## config.mk

```make
export PLATFORM = sky130hd
export DESIGN_NAME = gpio_pad_bank
export DESIGN_NICKNAME = d
export VERILOG_FILES = /design/src/rtl/gpb_pkg.sv /design/src/rtl/gpb_sync.sv /design/src/rtl/gpb_pin.sv /design/src/rtl/gpio_pad_bank.sv
export SDC_FILE = /design/constraint.sdc
export NUM_CORES = 1
export LEC_CHECK = 0
export CORE_MARGIN = 5
export CORE_UTILIZATION = 35
export DETAILED_ROUTE_END_ITERATION = 8
export DONT_BUFFER_PORTS = 1
export PLACE_DENSITY = 0.54
export SYNTH_ARGS = -nofsm -noshare
export SYNTH_HDL_FRONTEND = slang
export SYNTH_SLANG_ARGS = --single-unit
```

## constraint.sdc

```tcl
create_clock -name clk -period 4.52 [get_ports clk]
set_clock_uncertainty 0.05 [all_clocks]
set_input_delay 0.452 -clock clk [delete_from_list [all_inputs] [get_ports clk]]
set_output_delay 0.452 -clock clk [all_outputs]
set_load 0.02 [all_outputs]
```

## src/rtl/gpb_pkg.sv

```systemverilog
package gpb_pkg;
    localparam int FUNC_W = 3;
    localparam int PULL_W = 2;
    localparam int DRV_W  = 3;
    localparam int CTL_W  = FUNC_W + PULL_W + DRV_W + 1;

    typedef enum logic [PULL_W-1:0] {
        PULL_NONE = 2'd0,
        PULL_DOWN = 2'd1,
        PULL_KEEP = 2'd2,
        PULL_UP   = 2'd3
    } pull_e;

    // bit 8 oe, [7:5] drive, [4:3] pull, [2:0] function
    typedef struct packed {
        logic              oe;
        logic [DRV_W-1:0]  drv;
        pull_e             pull;
        logic [FUNC_W-1:0] func;
    } ctl_t;

    typedef struct packed {
        ctl_t ctl;
        logic out;
    } pin_st_t;

    localparam ctl_t CTL_RST = '{oe: 1'b0, drv: '0, pull: PULL_DOWN, func: '0};
endpackage

```

## src/rtl/gpb_sync.sv

```systemverilog
module gpb_sync #(
    parameter int WIDTH = 8
) (
    input  logic             clk,
    input  logic             rst_n,
    input  logic [WIDTH-1:0] async_in,
    output logic [WIDTH-1:0] sync_out
);
    typedef struct packed {
        logic [WIDTH-1:0] s1;
        logic [WIDTH-1:0] s2;
    } sync_st_t;

    sync_st_t st_d, st_q;

    always_comb begin
        st_d.s1 = async_in;
        st_d.s2 = st_q.s1;
    end

    always_ff @(posedge clk or negedge rst_n) begin
        if (!rst_n) st_q <= '0;
        else        st_q <= st_d;
    end

    assign sync_out = st_q.s2;
endmodule

```

## src/rtl/gpb_pin.sv

```systemverilog
module gpb_pin
    import gpb_pkg::*;
#(
    parameter int NUM_ALT = 7
) (
    input  logic               clk,
    input  logic               rst_n,
    input  logic               wr_ctl,
    input  logic               wr_io,
    input  logic [CTL_W-1:0]   wdata,
    input  logic               in_sync,
    input  logic [NUM_ALT-1:0] alt_out,
    input  logic [NUM_ALT-1:0] alt_oe,
    output ctl_t               ctl,
    output logic               out_bit,
    output logic               pad_out,
    output logic               pad_oe,
    output logic               pad_pu,
    output logic               pad_pd,
    output logic [DRV_W-1:0]   pad_drv
);
    pin_st_t st_d, st_q;

    always_comb begin
        st_d = st_q;
        if (wr_ctl) st_d.ctl = ctl_t'(wdata);
        if (wr_io)  st_d.out = wdata[0];
    end

    always_ff @(posedge clk or negedge rst_n) begin
        if (!rst_n) st_q <= '{ctl: CTL_RST, out: 1'b0};
        else        st_q <= st_d;
    end

    // pad source selection
    always_comb begin
        pad_out = 1'b0;
        pad_oe  = 1'b0;
        if (st_q.ctl.func == '0) begin
            pad_out = st_q.out;
            pad_oe  = st_q.ctl.oe;
        end else begin
            for (int k = 0; k < NUM_ALT; k++) begin
                if (st_q.ctl.func == FUNC_W'(k + 1)) begin
                    pad_out = alt_out[k];
                    pad_oe  = alt_oe[k];
                end
            end
        end
    end

    // pull resolution, keeper follows synchronised level
    always_comb begin
        pad_pu = 1'b0;
        pad_pd = 1'b0;
        case (st_q.ctl.pull)
            PULL_DOWN: pad_pd = 1'b1;
            PULL_UP:   pad_pu = 1'b1;
            PULL_KEEP: begin
                pad_pu = in_sync;
                pad_pd = ~in_sync;
            end
            default: ;
        endcase
    end

    assign ctl     = st_q.ctl;
    assign out_bit = st_q.out;
    assign pad_drv = st_q.ctl.drv;
endmodule

```

## src/rtl/gpio_pad_bank.sv

```systemverilog
module gpio_pad_bank
    import gpb_pkg::*;
#(
    parameter int NUM_PINS = 8,
    parameter int NUM_ALT  = 7,
    parameter int ADDR_W   = 12,
    parameter int STRIDE   = 8,
    parameter int CTL_OFS  = 0,
    parameter int IO_OFS   = 4
) (
    input  logic                        clk,
    input  logic                        rst_n,
    input  logic                        bus_we,
    input  logic                        bus_re,
    input  logic [ADDR_W-1:0]           bus_addr,
    input  logic [31:0]                 bus_wdata,
    output logic [31:0]                 bus_rdata,
    input  logic [NUM_PINS-1:0]         pad_in,
    input  logic [NUM_ALT*NUM_PINS-1:0] alt_out,
    input  logic [NUM_ALT*NUM_PINS-1:0] alt_oe,
    output logic [NUM_PINS-1:0]         pad_out,
    output logic [NUM_PINS-1:0]         pad_oe,
    output logic [NUM_PINS-1:0]         pad_pu,
    output logic [NUM_PINS-1:0]         pad_pd,
    output logic [DRV_W*NUM_PINS-1:0]   pad_drv,
    output logic [NUM_PINS-1:0]         gpio_in
);
    localparam int STRIDE_LG = $clog2(STRIDE);
    localparam int PIN_W     = ADDR_W - STRIDE_LG;

    typedef struct packed {
        logic [31:0] rdata;
    } bus_st_t;

    bus_st_t bus_d, bus_q;

    logic [PIN_W-1:0]     pin_sel;
    logic [STRIDE_LG-1:0] ofs;
    logic                 is_ctl, is_io;
    logic [NUM_PINS-1:0]  wr_ctl, wr_io;
    logic [NUM_PINS-1:0]  in_sync;
    logic [NUM_PINS-1:0]  out_bits;
    ctl_t                 ctl_arr [NUM_PINS];
    logic [NUM_ALT-1:0]   pin_alt_out [NUM_PINS];
    logic [NUM_ALT-1:0]   pin_alt_oe  [NUM_PINS];
    logic                 wdata_hi_unused;

    assign wdata_hi_unused = ^bus_wdata[31:CTL_W];

    assign pin_sel = bus_addr[ADDR_W-1:STRIDE_LG];
    assign ofs     = bus_addr[STRIDE_LG-1:0];
    assign is_ctl  = (ofs == STRIDE_LG'(CTL_OFS));
    assign is_io   = (ofs == STRIDE_LG'(IO_OFS));

    always_comb begin
        for (int p = 0; p < NUM_PINS; p++) begin
            wr_ctl[p] = bus_we && is_ctl && (pin_sel == PIN_W'(p));
            wr_io[p]  = bus_we && is_io  && (pin_sel == PIN_W'(p));
        end
    end

    // regroup function-major alternate vectors per pin
    always_comb begin
        for (int p = 0; p < NUM_PINS; p++) begin
            for (int k = 0; k < NUM_ALT; k++) begin
                pin_alt_out[p][k] = alt_out[k*NUM_PINS + p];
                pin_alt_oe[p][k]  = alt_oe[k*NUM_PINS + p];
            end
        end
    end

    gpb_sync #(.WIDTH(NUM_PINS)) u_sync (
        .clk      (clk),
        .rst_n    (rst_n),
        .async_in (pad_in),
        .sync_out (in_sync)
    );

    for (genvar p = 0; p < NUM_PINS; p++) begin : g_pin
        gpb_pin #(.NUM_ALT(NUM_ALT)) u_pin (
            .clk     (clk),
            .rst_n   (rst_n),
            .wr_ctl  (wr_ctl[p]),
            .wr_io   (wr_io[p]),
            .wdata   (bus_wdata[CTL_W-1:0]),
            .in_sync (in_sync[p]),
            .alt_out (pin_alt_out[p]),
            .alt_oe  (pin_alt_oe[p]),
            .ctl     (ctl_arr[p]),
            .out_bit (out_bits[p]),
            .pad_out (pad_out[p]),
            .pad_oe  (pad_oe[p]),
            .pad_pu  (pad_pu[p]),
            .pad_pd  (pad_pd[p]),
            .pad_drv (pad_drv[DRV_W*p +: DRV_W])
        );
    end

    // read path: registered, old contents win over a same-cycle write
    always_comb begin
        bus_d = bus_q;
        if (bus_re) begin
            bus_d.rdata = '0;
            for (int p = 0; p < NUM_PINS; p++) begin
                if (pin_sel == PIN_W'(p)) begin
                    if (is_ctl) bus_d.rdata = 32'(ctl_arr[p]);
                    if (is_io)  bus_d.rdata = {30'd0, in_sync[p], out_bits[p]};
                end
            end
        end
    end

    always_ff @(posedge clk or negedge rst_n) begin
        if (!rst_n) bus_q <= '0;
        else        bus_q <= bus_d;
    end

    assign bus_rdata = bus_q.rdata;
    assign gpio_in   = in_sync;
endmodule

```

Yosys cells after proc, flatten, opt, wreduce, memory -nomap -nowiden
Cells that the tools add are included.

Register bits: 128. Bits of input ports: 168. Output and inout bits: 96.

Equal/unequal tests: 88. Mux-type cells: 172. Bitwise gates (word level): 8. Reductions and logical operators: 28.

Operators by type and width (count): 32-bit two-way mux (27); 1-bit two-way mux (128); 3-bit == test (second input constant) (33); 3-bit by 2-bit == test with 1-bit output (second input constant) (16); 9-bit by 3-bit == test with 1-bit output (second input constant) (4); 2-bit == test (second input constant) (16); 1-bit case mux with 2 select lines (16); 3-bit logical NOT (9); 3-bit by 1-bit == test with 1-bit output (second input constant) (8); 9-bit by 2-bit == test with 1-bit output (second input constant) (2); 1-bit logical AND (18); 2-bit by 1-bit == test with 1-bit output (second input constant) (8); 9-bit by 1-bit == test with 1-bit output (second input constant) (1); 9-bit logical NOT (1); 9-bit two-way mux (1); 1-bit inverter (8).

Logic depth before layout (Yosys ltp)
Gate-level depths: netlist (run 1).

Depth in word-level cells: 29. Mapped depth: 7. Depth with buffers taken out: 5.

Cells and area by module
A second synthesis (run 1) with hierarchy kept.

Cell total of the unflattened synthesis: 694. Area, all modules: 7150.6 sq um.

Modules (own cells, without submodules): gpb_pin (instances 8, cells an instance 59, area an instance 644.4 sq um, sequential area each 251.5 sq um); gpio_pad_bank (instances 1, cells an instance 206, area an instance 1595.3 sq um, sequential area each 225.2 sq um); gpb_sync (instances 1, cells an instance 16, area an instance 400.4 sq um, sequential area each 400.4 sq um).

Least setup slack after synthesis (run 1)
Ideal clock, no wire load.

Kind: input to register. Start: input port bus_addr[6]. End: register g_pin[1].u_pin.st_q, in the netlist g_pin[1].u_pin.ctl[0]. Arrival time: 1.903 ns. Required time: 4.345 ns. Slack: 2.442 ns. Stages: 5. Cell sequence: nor4_2 > and2_4 > nand3_4 > nor4_4 > mux2_2.

Longest elaborated chain between the ends: 2.

Ends and longest elaborated chain: start, declared (line gpio_pad_bank.sv:15) `input logic [ADDR_W-1:0] bus_addr,`; 9-bit by 1-bit == test with 1-bit output (line gpio_pad_bank.sv:57) `wr_ctl[p] = bus_we && is_ctl && (pin_sel == PIN_W'(p));`; 1-bit logical AND (line gpio_pad_bank.sv:57); end signal, assigned (line gpb_pin.sv:31) `if (!rst_n) st_q <= '{ctl: CTL_RST, out: 1'b0};`; end signal, assigned (line gpb_pin.sv:32) `else st_q <= st_d;`; end, declared (line gpb_pin.sv:22) `pin_st_t st_d, st_q;`.

No other way between the ends. A chain may end at the register's enable or synchronous reset.

Final worst setup path (run 1)
Start: register g_pin[6].u_pin.st_q, in the netlist g_pin[6].u_pin.ctl[0]. End: output port pad_oe[6].

Longest elaborated chain between the ends: 9. Elaborated cells between the ends (all ways): 16. Those cells by class: 7 x eq/ne; 8 x mux; 1 x reduce/logical.

Ends and longest elaborated chain: start, declared (line gpb_pin.sv:22); start signal, assigned (line gpb_pin.sv:31); start signal, assigned (line gpb_pin.sv:32); 3-bit by 1-bit == test with 1-bit output (line gpb_pin.sv:44) `if (st_q.ctl.func == FUNC_W'(k + 1)) begin`; 1-bit two-way mux (7 in series) (line gpb_pin.sv:44); 1-bit two-way mux * (line gpb_pin.sv:39) `if (st_q.ctl.func == '0) begin`; end, declared (line gpio_pad_bank.sv:22) `output logic [NUM_PINS-1:0] pad_oe,`.

Every way passes the cells marked *; elsewhere a longest branch is shown, timed or not.

==> results of run 1 <==
==> layout by cell type, fill, tap and decap left out, types with 14 or more instances in the layout <==
| master | synthesis | routed |
|---|---|---|
| mux2i_1 | 14 | 14 |
| conb_1 | 1 | 23 |
| o21ai_0 | 14 | 14 |
| nor2_1 | 26 | 26 |
| ha_1 | 24 | 24 |
| nand2_1 | 22 | 22 |
| mux4_2 | 35 | 35 |
| a21oi_1 | 16 | 16 |
| dfrtp_1 | 97 | 97 |
| inv_1 | 25 | 25 |
| mux2_2 | 101 | 101 |
==> worst max-delay path: cells and delay by family, from the launching register on <==
family | cells | cell delay, ns
DFF | 1 | 0.52
muxes | 2 | 0.88
==> registers in the layout, summed over array words and instances, names as in the netlist <==
signal / cells
u_sync.sync_out: 8
g_pin.u_pin.ctl: 48
g_pin.u_pin.out_bit: 8
u_sync.st_d: 8
g_pin.u_pin.pad_drv: 24
bus_rdata: 9
==> cells by family (layout without fill, tap and decap cells) <==
| family | count (synthesis) | after routing |
|---|---|---|
| compound gates | 79 | 79 |
| fa+ha+maj | 24 | 24 |
| buf+inv | 142 | 44 |
| flops | 105 | 105 |
| mux | 150 | 150 |
| other cells | 1 | 23 |
| simple gates | 89 | 89 |
==> cell type report <==
class / instances / area, um^2 / share of cell area (%)
Clock buffer: 13 / 260 / 3.76
Clock inverter: 3 / 17.5 / 0.253
Inverter: 27 / 101 / 1.47
Multi-Input combinational cell: 365 / 3540 / 51.2
Sequential cell: 105 / 2640 / 38.1
Tap cell: 265 / 332 / 4.79
Timing Repair Buffer: 1 / 27.5 / 0.398
==> power groups by stage <==
stage	combinational, W	clock (W)	sequential, W
6_report	0.000114	0.000752	0.000967
5_1_grt	0.000126	0.000804	0.000968
4_1_cts	0.000116	0.000769	0.000967
3_5_place_dp	0.0000934	0	0.000985
3_3_place_gp	0.0000922	0	0.000985
2_1_floorplan	0.000132	0	0.000974
==> stage by stage <==
step,power (W),util (%),hold WS [ns]
floorplan,0.00111,-,0.106
global placement,0.00108,33.9,0.110
detailed placement,0.00108,33.9,0.110
CTS,0.00185,35.4,0.0114
global route,0.00190,35.4,0.0109
finish,0.00183,35.4,-0.00289
==> routing by layer <==
layer / GRT usage, % / vias to the layer above / wire length, um
met1: 20.6 / 2146 / 7670
met3: 5.45 / 19 / 1850
met4: 4.35 / 0 / 292
li1: - / 1874 / -
met5: 0 / - / 0
met2: 26.9 / 206 / 9240
==> worst max path at each step <==
stage / start / endpoint / slack, ns / depth (start not counted)
global placement: bus_addr[6] / g_pin[1].u_pin.pad_drv[1] / 2.02 / 5
global route: g_pin[6].u_pin.ctl[0] / pad_oe[6] / 2.18 / 2
detailed placement: bus_addr[6] / g_pin[1].u_pin.ctl[8] / 1.95 / 5
finish: g_pin[6].u_pin.ctl[0] / pad_oe[6] / 2.26 / 2
CTS: g_pin[7].u_pin.ctl[0] / pad_out[7] / 2.24 / 2
floorplan: bus_addr[6] / g_pin[1].u_pin.ctl[0] / 2.44 / 5
==> results by group, run 1 <==
Synthesis
  – EDFF count, synth: 0
  – Register bit total from synthesis: 105
  – Mux contribution to synthesized area: 29.6%
  – Cells after Synth: 590
  – Cell Area, Synth: 6970 um^2
  – Synth cell count leaders: mux2_2 (101), dfrtp_1 (97), buf_4 (87)
  – Ys Warns: 0
  – Post-synthesis adder-cell area fraction: 4.31%
  – Cell variety after synth: 56
  – Main area contributors after synthesis: dfrtp_1 (35%), mux2_2 (16%), mux4_2 (11%)
  – Async set or reset register ratio after synthesis: 100%
  – Avg Inst Size Synth: 11.8 um^2
  – Post-synth top area share: 34.8%
  – Xor/xnor cell area share of the yosys netlist: 0%
  – Area leader, netlist: dfrtp_1
  – Sequential area share after synthesis: 37.8%
  – Cell with the most instances after synthesis: mux2_2
  – Largest family of logic cells by synthesized area: multiplexers
  – Post-Synth Simple-Gate Area: 7.83%
  – Top FF cell, synth: dfrtp_1
  – Synth Area in Compound Gates: 7.79%

Global route
  – All-Layer GR Usage: 16.3%
  – Number of global-route vias before repair: 4446
  – First-pass GRT wire length: 28000 um
  – Total grt overflow: 0
  – Largest net degree at the start of global routing: 106
  – Initial antenna violation count: 0

Critical path
  – Worst r2r dst: bus_rdata[4]
  – Critical path class: reg2out
  – Worst EP arrival: 1.76 ns
  – Critical Path RT: 4.02 ns
  – CP max stage delay: 0.54 ns
  – FF-to-FF path depth: 5
  – Reg2reg start: g_pin[0].u_pin.ctl[4]
  – Critical path, cell by cell: mux4_2 > mux2_2
  – Crit-path max FO: 6
  – Crit start category: flip-flop
  – CP Capture Type: output pin
  – R2R setup slack: 2.77 ns
  – Slowest-stage cell, CP: mux4_2

Die
  – Boundary Pins: 264
  – Die Span Y: 151 um
  – Core Region: 19500 um^2
  – Initial core utilization: 35.7%
  – Die area: 22800 um^2
  – Site row count: 51
  – Die Wd: 151 um

STA
  – # setup viols final: 0
  – Final setup TNS: 0 ns
  – RSZ-0062 raised after global routing: false
  – Worst slew margin: 44.3%
  – Worst setup margin: 2.26 ns
  – Minimum clock period: 2.26 ns
  – Slew Limit Fails: 0
  – Worst-Margin Slew: 0.832 ns
  – Final hold viol count: 11
  – Fmax: 0.442 GHz
  – Period utilisation layout: 50.0%
  – Final Hold Slack: -0.00289 ns

Clock tree
  – Number of buffers created by CTS: 9
  – Setup bufs post-CTS: 0
  – Clock Sinks: 105
  – Resized Gates After CTS: 0
  – CTS tree: built
  – CTS Hold Bufs: 1
  – CTS H-tree depth: 3
  – Root buffer cell: clkbuf_16
  – Clock transition at path regs: 0.07 ns
  – Clk_lat worst skew: 0.36 ns
  – Clock Tree Buf Depth: 2

Run status
  – Failing checks: hold timing
  – Status: complete, but fails checks

Finish
  – Final Instance Area: 6920 um^2
  – Layout cells sized above 1: 34.0%
  – Layout filler cell count: 1898
  – N_diodes: 0
  – Final nets: 701
  – Area Growth Syn to Fin: -0.772%
  – Finished Layout Cells: 779

Place
  – Placed Area: 6610 um^2
  – Placed insts: 762
  – IO Port Bufs: 0
  – DP Worst Slack: 1.95 ns
  – HPWL after detailed placement: 14700 um
  – Routability cong.: 0.793

Power and ir drop
  – Sequential power share: 52.7%
  – Max VDD drop: 0.000162 V
  – Comb pwr share: 6.2%
  – Clock share of power: 41.0%
  – Internal power: 0.00140 W
  – Sw frac: 23.8%
  – Net switching power figure: 0.000436 W
  – Cell area power density: 265 nW/um^2
  – LEAKAGE: 3.06 nW

Run
  – Max_cap viols: 0

Detailed routing
  – Vias per inst: 5.45
  – Post-DRT Antenna Nets: 0
  – DR iter-0 viols: 275
  – WL per Instance: 24.4 um
  – DRT Pass-1 Iters: 4
  – Final wirelength: 19000 um
  – Routed vias: 4245
  – Drc violations: 0

Min path
  – Worst Hold Class: in2async
No activity file was read; power rests on OpenSTA's default activity.
==> inputs of run 2 (changes only) <==
--- a/config.mk
+++ b/config.mk
@@ -9,7 +9,7 @@
 export CORE_UTILIZATION = 35
 export DETAILED_ROUTE_END_ITERATION = 8
 export DONT_BUFFER_PORTS = 1
-export PLACE_DENSITY = 0.54
+export PLACE_DENSITY = 0.56
 export SYNTH_ARGS = -nofsm -noshare
 export SYNTH_HDL_FRONTEND = slang
 export SYNTH_SLANG_ARGS = --single-unit
==> constraint.sdc (replaced) <==
create_clock -name clk -period 1.85 [get_ports clk]
set_clock_uncertainty 0.05 [all_clocks]
set_input_delay 0.185 -clock clk [delete_from_list [all_inputs] [get_ports clk]]
set_output_delay 0.185 -clock clk [all_outputs]
set_load 0.02 [all_outputs]
==> run 2 against run 1 <==
The run ends with hold timing, setup timing left. Sequential share of layout area fell by 3.2 points. Count of clock-buffer cells in the layout up 1. Core utilization up 3.5 points. Worst hold slack worse by 0.53 ns. Die area stayed put. Flip-flop and latch count did not move. Routed wire length increased by 3.9%. Combinational power rose to 2.8 times the previous value. Global-route usage grew 0.91 points. Worst setup slack worse by 2.3 ns.
==> results by group, run 2 (synthesis results as in run 1) <==
Run status
  – Status: complete, but fails checks
  – Failing checks: hold timing, setup timing

Run
  – Max_cap viols: 0

Power and ir drop
  – Cell area power density: 604 nW/um^2
  – Total power: 0.00459 W
  – Max VDD drop: 0.000424 V
  – LEAKAGE: 3.41 nW

Global route
  – First-pass GRT wire length: 29600 um
  – Total grt overflow: 0
  – Largest net degree at the start of global routing: 106
  – Initial antenna violation count: 0
  – All-Layer GR Usage: 17.2%
  – Number of global-route vias before repair: 4900

Critical path
  – FF-to-FF path depth: 5
  – Worst r2r dst: bus_rdata[4]
  – R2R setup slack: 0.14 ns
  – Reg2reg start: g_pin[0].u_pin.ctl[4]
  – Slowest-stage cell, CP: mux4_2
  – Crit start category: flip-flop
  – Critical path, cell by cell: mux4_2 > mux2_4
  – Worst EP arrival: 1.63 ns
  – Critical path class: reg2out
  – CP Capture Type: output pin
  – Critical Path RT: 1.62 ns
  – CP max stage delay: 0.51 ns
  – Crit-path max FO: 5

Finish
  – Most frequent cells in the layout: mux2_2 (85), dfrtp_1 (83), buf_4 (45)
  – Max FFs per register: 48
  – Layout filler cell count: 1916
  – Commonest non-fill, non-tap cell in the layout: mux2_2
  – Final Instance Area: 7610 um^2
  – N_diodes: 0
  – Layout cells sized above 1: 42.0%
  – Final nets: 768
  – Area Growth Syn to Fin: 9.15%
  – Finished Layout Cells: 846

Die
  – Die Span Y: 151 um
  – Initial core utilization: 35.7%
  – Core Region: 19500 um^2
  – Boundary Pins: 264
  – Die Wd: 151 um
  – Die area: 22800 um^2
  – Site row count: 51

Place
  – IO Port Bufs: 0
  – Placed insts: 794
  – Placed Area: 6900 um^2
  – HPWL after detailed placement: 14800 um
  – Routability cong.: 0.804
  – DP Worst Slack: -0.0919 ns

STA
  – # setup viols final: 10
  – Slew Limit Fails: 0
  – Minimum clock period: 1.86 ns
  – Worst-Margin Slew: 0.695 ns
  – Period utilisation layout: 101%
  – Final hold viol count: 105
  – Worst setup margin: -0.0122 ns
  – Final Hold Slack: -0.531 ns
  – Worst slew margin: 53.5%
  – Final setup TNS: -0.0640 ns
  – RSZ-0062 raised after global routing: true
  – Fmax: 0.537 GHz

Detailed routing
  – DR WL met3: 1950 um
  – DR WL met2: 9680 um
  – Met1 Routed Length: 7900 um
  – Post-DRT Antenna Nets: 0
  – Final wirelength: 19800 um
  – DR iter-0 viols: 302
  – WL per Instance: 23.4 um
  – Uppermost layer routed: met4
  – Drc violations: 0
  – Vias per inst: 5.36
  – DRT Pass-1 Iters: 4
  – Routed vias: 4531

Clock tree
  – Clock Sinks: 105
  – CTS H-tree depth: 3
  – Root buffer cell: clkbuf_16
  – Clock Tree Buf Depth: 2
  – Number of buffers created by CTS: 9
  – Clock transition at path regs: 0.07 ns
  – CTS tree: built
  – CTS Hold Bufs: 18
  – Clk_lat worst skew: 0.36 ns

Min path
  – Worst Hold Class: in2async
[run 2: layer usage]
layer / up-vias / global-route usage (%)
li1: 2016 / -
met1: 2296 / 21.9
met2: 203 / 28.9
met3: 16 / 5.09
met4: 0 / 4.31
met5: - / 0
[run 2: area by class of cell]
| type | count | area, um^2 | share of cell area [%] |
|---|---|---|---|
| clock inverters | 2 | 10.0 | 0.132 |
| clock buffers | 14 | 284 | 3.73 |
| flip-flops and latches | 105 | 2660 | 34.9 |
| repair buffers | 68 | 609 | 8.01 |
| inverters | 27 | 101 | 1.33 |
| multi-input cells | 365 | 3620 | 47.5 |
| well taps | 265 | 332 | 4.36 |
[run 2: timing repair]
| item | in CTS | in global routing |
|---|---|---|
| setup endpoints to repair | 16 | 21 |
| setup buffers | 15 | 3 |
| endpoints found under the hold margin | 195 | 105 |
| resized for setup | 31 | 5 |
[run 2: power breakdown]
group          switching [W]  total, W  internal [W]
Combinational       0.000177  0.000320      0.000143
Sequential         0.0000323   0.00235       0.00232
Clock               0.000862   0.00192       0.00106
Total                0.00107   0.00459       0.00352
[run 2: critical path, delay by kind of cell, from the launching register on]
kind / cells / cell delay, ns
mux: 2 / 0.83
flops: 1 / 0.43
[run 2: per-stage QoR]
stage | hold WS (ns) | utilization (%)
final | -0.531 | 39.0
after global routing | -0.548 | 39.0
after CTS | -0.545 | 38.8
after detailed placement | -0.157 | 35.3
after global placement | -0.157 | 35.3
after floorplan | -0.161 | -
[run 2: worst max-delay path by stage]
stage / startpoint / endpoint / slack, ns / cells after the start
floorplan: bus_addr[6] / g_pin[1].u_pin.ctl[0] / 0.04 / 5
global placement: bus_addr[6] / g_pin[1].u_pin.pad_drv[2] / -0.07 / 6
detailed placement: bus_addr[6] / g_pin[1].u_pin.pad_drv[0] / -0.09 / 6
CTS: g_pin[1].u_pin.ctl[1] / pad_oe[1] / -0.03 / 3
global route: g_pin[5].u_pin.ctl[0] / pad_out[5] / -0.07 / 2
finish: g_pin[1].u_pin.ctl[0] / pad_out[1] / -0.01 / 2
==> inputs of run 3 (changes only) <==
--- a/config.mk
+++ b/config.mk
@@ -5,11 +5,12 @@
 export SDC_FILE = /design/constraint.sdc
 export NUM_CORES = 1
 export LEC_CHECK = 0
-export CORE_MARGIN = 5
-export CORE_UTILIZATION = 35
+export CORE_MARGIN = 3
+export CORE_UTILIZATION = 47
 export DETAILED_ROUTE_END_ITERATION = 8
 export DONT_BUFFER_PORTS = 1
-export PLACE_DENSITY = 0.56
+export PLACE_DENSITY = 0.69
+export SETUP_SLACK_MARGIN = 0.3
 export SYNTH_ARGS = -nofsm -noshare
 export SYNTH_HDL_FRONTEND = slang
 export SYNTH_SLANG_ARGS = --single-unit
==> run 3 against run 2 <==
The flow still finishes with violations (hold timing, setup timing). First-iteration DRC count is 1.3% lower. Power decreased by 1.4%. Routed wire length down 1.3%. Critical path depth unchanged. Sequential share of layout area shrank 2.8 points. Clock power down 5%. Fmax increased by 0.34%. Critical path type unchanged. Critical endpoint is now pad_out[2]. Highest routed layer unchanged.
==> results by group, run 3 (synthesis results as in run 1) <==
Critical path
  – Reg2reg start: g_pin[1].u_pin.ctl[1]
  – Buf+Inv Stages, Crit Path: 0
  – CP delay by family, top: multiplexers
  – Worst EP arrival: 1.62 ns
  – CP max stage delay: 0.53 ns
  – R2R setup slack: 0.23 ns
  – Crit-path max FO: 5
  – Critical path, cell by cell: mux4_2 > mux2_4
  – Worst r2r dst: bus_rdata[1]
  – Crit start category: flip-flop
  – Critical path class: reg2out
  – FF-to-FF path depth: 6
  – Slowest-stage cell, CP: mux4_2
  – CP Capture Type: output pin
  – Critical Path RT: 1.62 ns

Place
  – Placed Area: 6860 um^2
  – IO Port Bufs: 0
  – HPWL after detailed placement: 13400 um
  – DP Worst Slack: -0.0403 ns
  – Routability cong.: 0.869

Power and ir drop
  – Cell area power density: 546 nW/um^2
  – Max VDD drop: 0.000400 V
  – LEAKAGE: 3.54 nW
  – Total power: 0.00453 W

STA
  – Worst slew margin: 52.3%
  – Final hold viol count: 105
  – Worst-Margin Slew: 0.714 ns
  – Final Hold Slack: -0.522 ns
  – Period utilisation layout: 100%
  – Final setup TNS: -0.00635 ns
  – Fmax: 0.539 GHz
  – Worst setup margin: -0.00583 ns
  – RSZ-0062 raised after global routing: true
  – Slew Limit Fails: 0
  – Minimum clock period: 1.86 ns
  – # setup viols final: 2

Clock tree
  – Clock Tree Buf Depth: 2
  – CTS Hold Bufs: 19
  – Root buffer cell: clkbuf_16
  – Number of buffers created by CTS: 9
  – CTS tree: built
  – Clock transition at path regs: 0.07 ns
  – CTS H-tree depth: 3
  – Clock Sinks: 105
  – Clk_lat worst skew: 0.34 ns

Detailed routing
  – Post-DRT Antenna Nets: 0
  – Vias per inst: 6.05
  – DRT Pass-1 Iters: 4
  – Routed vias: 4707
  – Drc violations: 0
  – WL per Instance: 25.1 um
  – Final wirelength: 19500 um
  – DR iter-0 viols: 298

Global route
  – Met3 usage: 5.46%
  – First-pass GRT wire length: 28200 um
  – GR peak layer: met2
  – GR Util met1: 27.6%
  – Number of global-route vias before repair: 4932
  – Largest net degree at the start of global routing: 106
  – Initial antenna violation count: 0
  – Total grt overflow: 0
  – GR Util met2: 38.4%
  – All-Layer GR Usage: 22.4%

Finish
  – Layout cells sized above 1: 54.0%
  – N_diodes: 0
  – Most frequent cells in the layout: dfrtp_1 (78), mux2_4 (67), buf_4 (42)
  – Finished Core Util: 58.5%
  – Commonest non-fill, non-tap cell in the layout: dfrtp_1
  – Area Growth Syn to Fin: 19.1%
  – Final Instance Area: 8300 um^2
  – Max FFs per register: 48
  – Final nets: 785

Run status
  – Status: complete, but fails checks
  – Failing checks: hold timing, setup timing

Die
  – Site row count: 43
  – Initial core utilization: 49.1%
  – Core Region: 14200 um^2
  – Die area: 16300 um^2
  – Boundary Pins: 264
  – Die Span Y: 128 um
  – Die Wd: 128 um

Run
  – Max_cap viols: 0

Min path
  – Worst Hold Class: in2async
-- run 3: changes by cell type in the layout (fill, tap and decap cells not counted), sizes merged --
cell / previous run / this run
inv: 25 / 28
clkbuf: 14 / 11
buf: 50 / 66
dlygate4sd3: 18 / 19
-- run 3: what timing repair did --
action | in CTS | in global routing
endpoints found under the hold margin | 197 | 105
setup buffers | 37 | 6
gates resized for setup | 115 | 44
setup endpoints to repair | 34 | 46
pin swaps | 33 | 22
-- run 3: layout make-up --
| class | instances | area (um^2) |
|---|---|---|
| inverter | 27 | 103 |
| sequential | 105 | 2660 |
| fill | 1098 | 5900 |
| multi-input combinational | 365 | 4240 |
| clock inverter | 5 | 36.3 |
| tap | 180 | 225 |
| clock buffer | 11 | 243 |
| timing repair buffer | 85 | 793 |
-- run 3: routing by layer --
metal  share of wire [%]  vias to the layer above
li1                    -                     2036
met4                 2.2                        0
met2                  52                      225
met5                   0                        -
met3                 8.7                       29
met1                  37                     2417
-- run 3: worst max-delay path by stage --
stage / from / to / slack [ns] / cells past startpoint
floorplan: bus_addr[6] / g_pin[1].u_pin.ctl[0] / 0.05 / 5
global placement: bus_addr[6] / g_pin[1].u_pin.ctl[4] / 0.02 / 6
detailed placement: bus_addr[6] / g_pin[1].u_pin.pad_drv[0] / -0.04 / 6
CTS: g_pin[0].u_pin.ctl[0] / pad_out[0] / -0.02 / 2
global route: g_pin[3].u_pin.ctl[0] / pad_out[3] / -0.05 / 2
finish: g_pin[2].u_pin.ctl[0] / pad_out[2] / -0.006 / 2
-- run 3: through the flow --
| stage | cells | hold WS [ns] |
|---|---|---|
| after global placement | 700 | -0.158 |
| after floorplan | 612 | -0.161 |
| after global routing | 778 | -0.534 |
| after detailed placement | 700 | -0.158 |
| final | 778 | -0.522 |
| after CTS | 772 | -0.530 |
-- run 3: report_power, final --
group	internal, W	switching (W)	leakage [nW]
clock network	0.000962	0.000868	0.141
registers	0.00232	0.0000378	1.37
logic	0.000154	0.000188	2.03
total	0.00344	0.00109	3.54
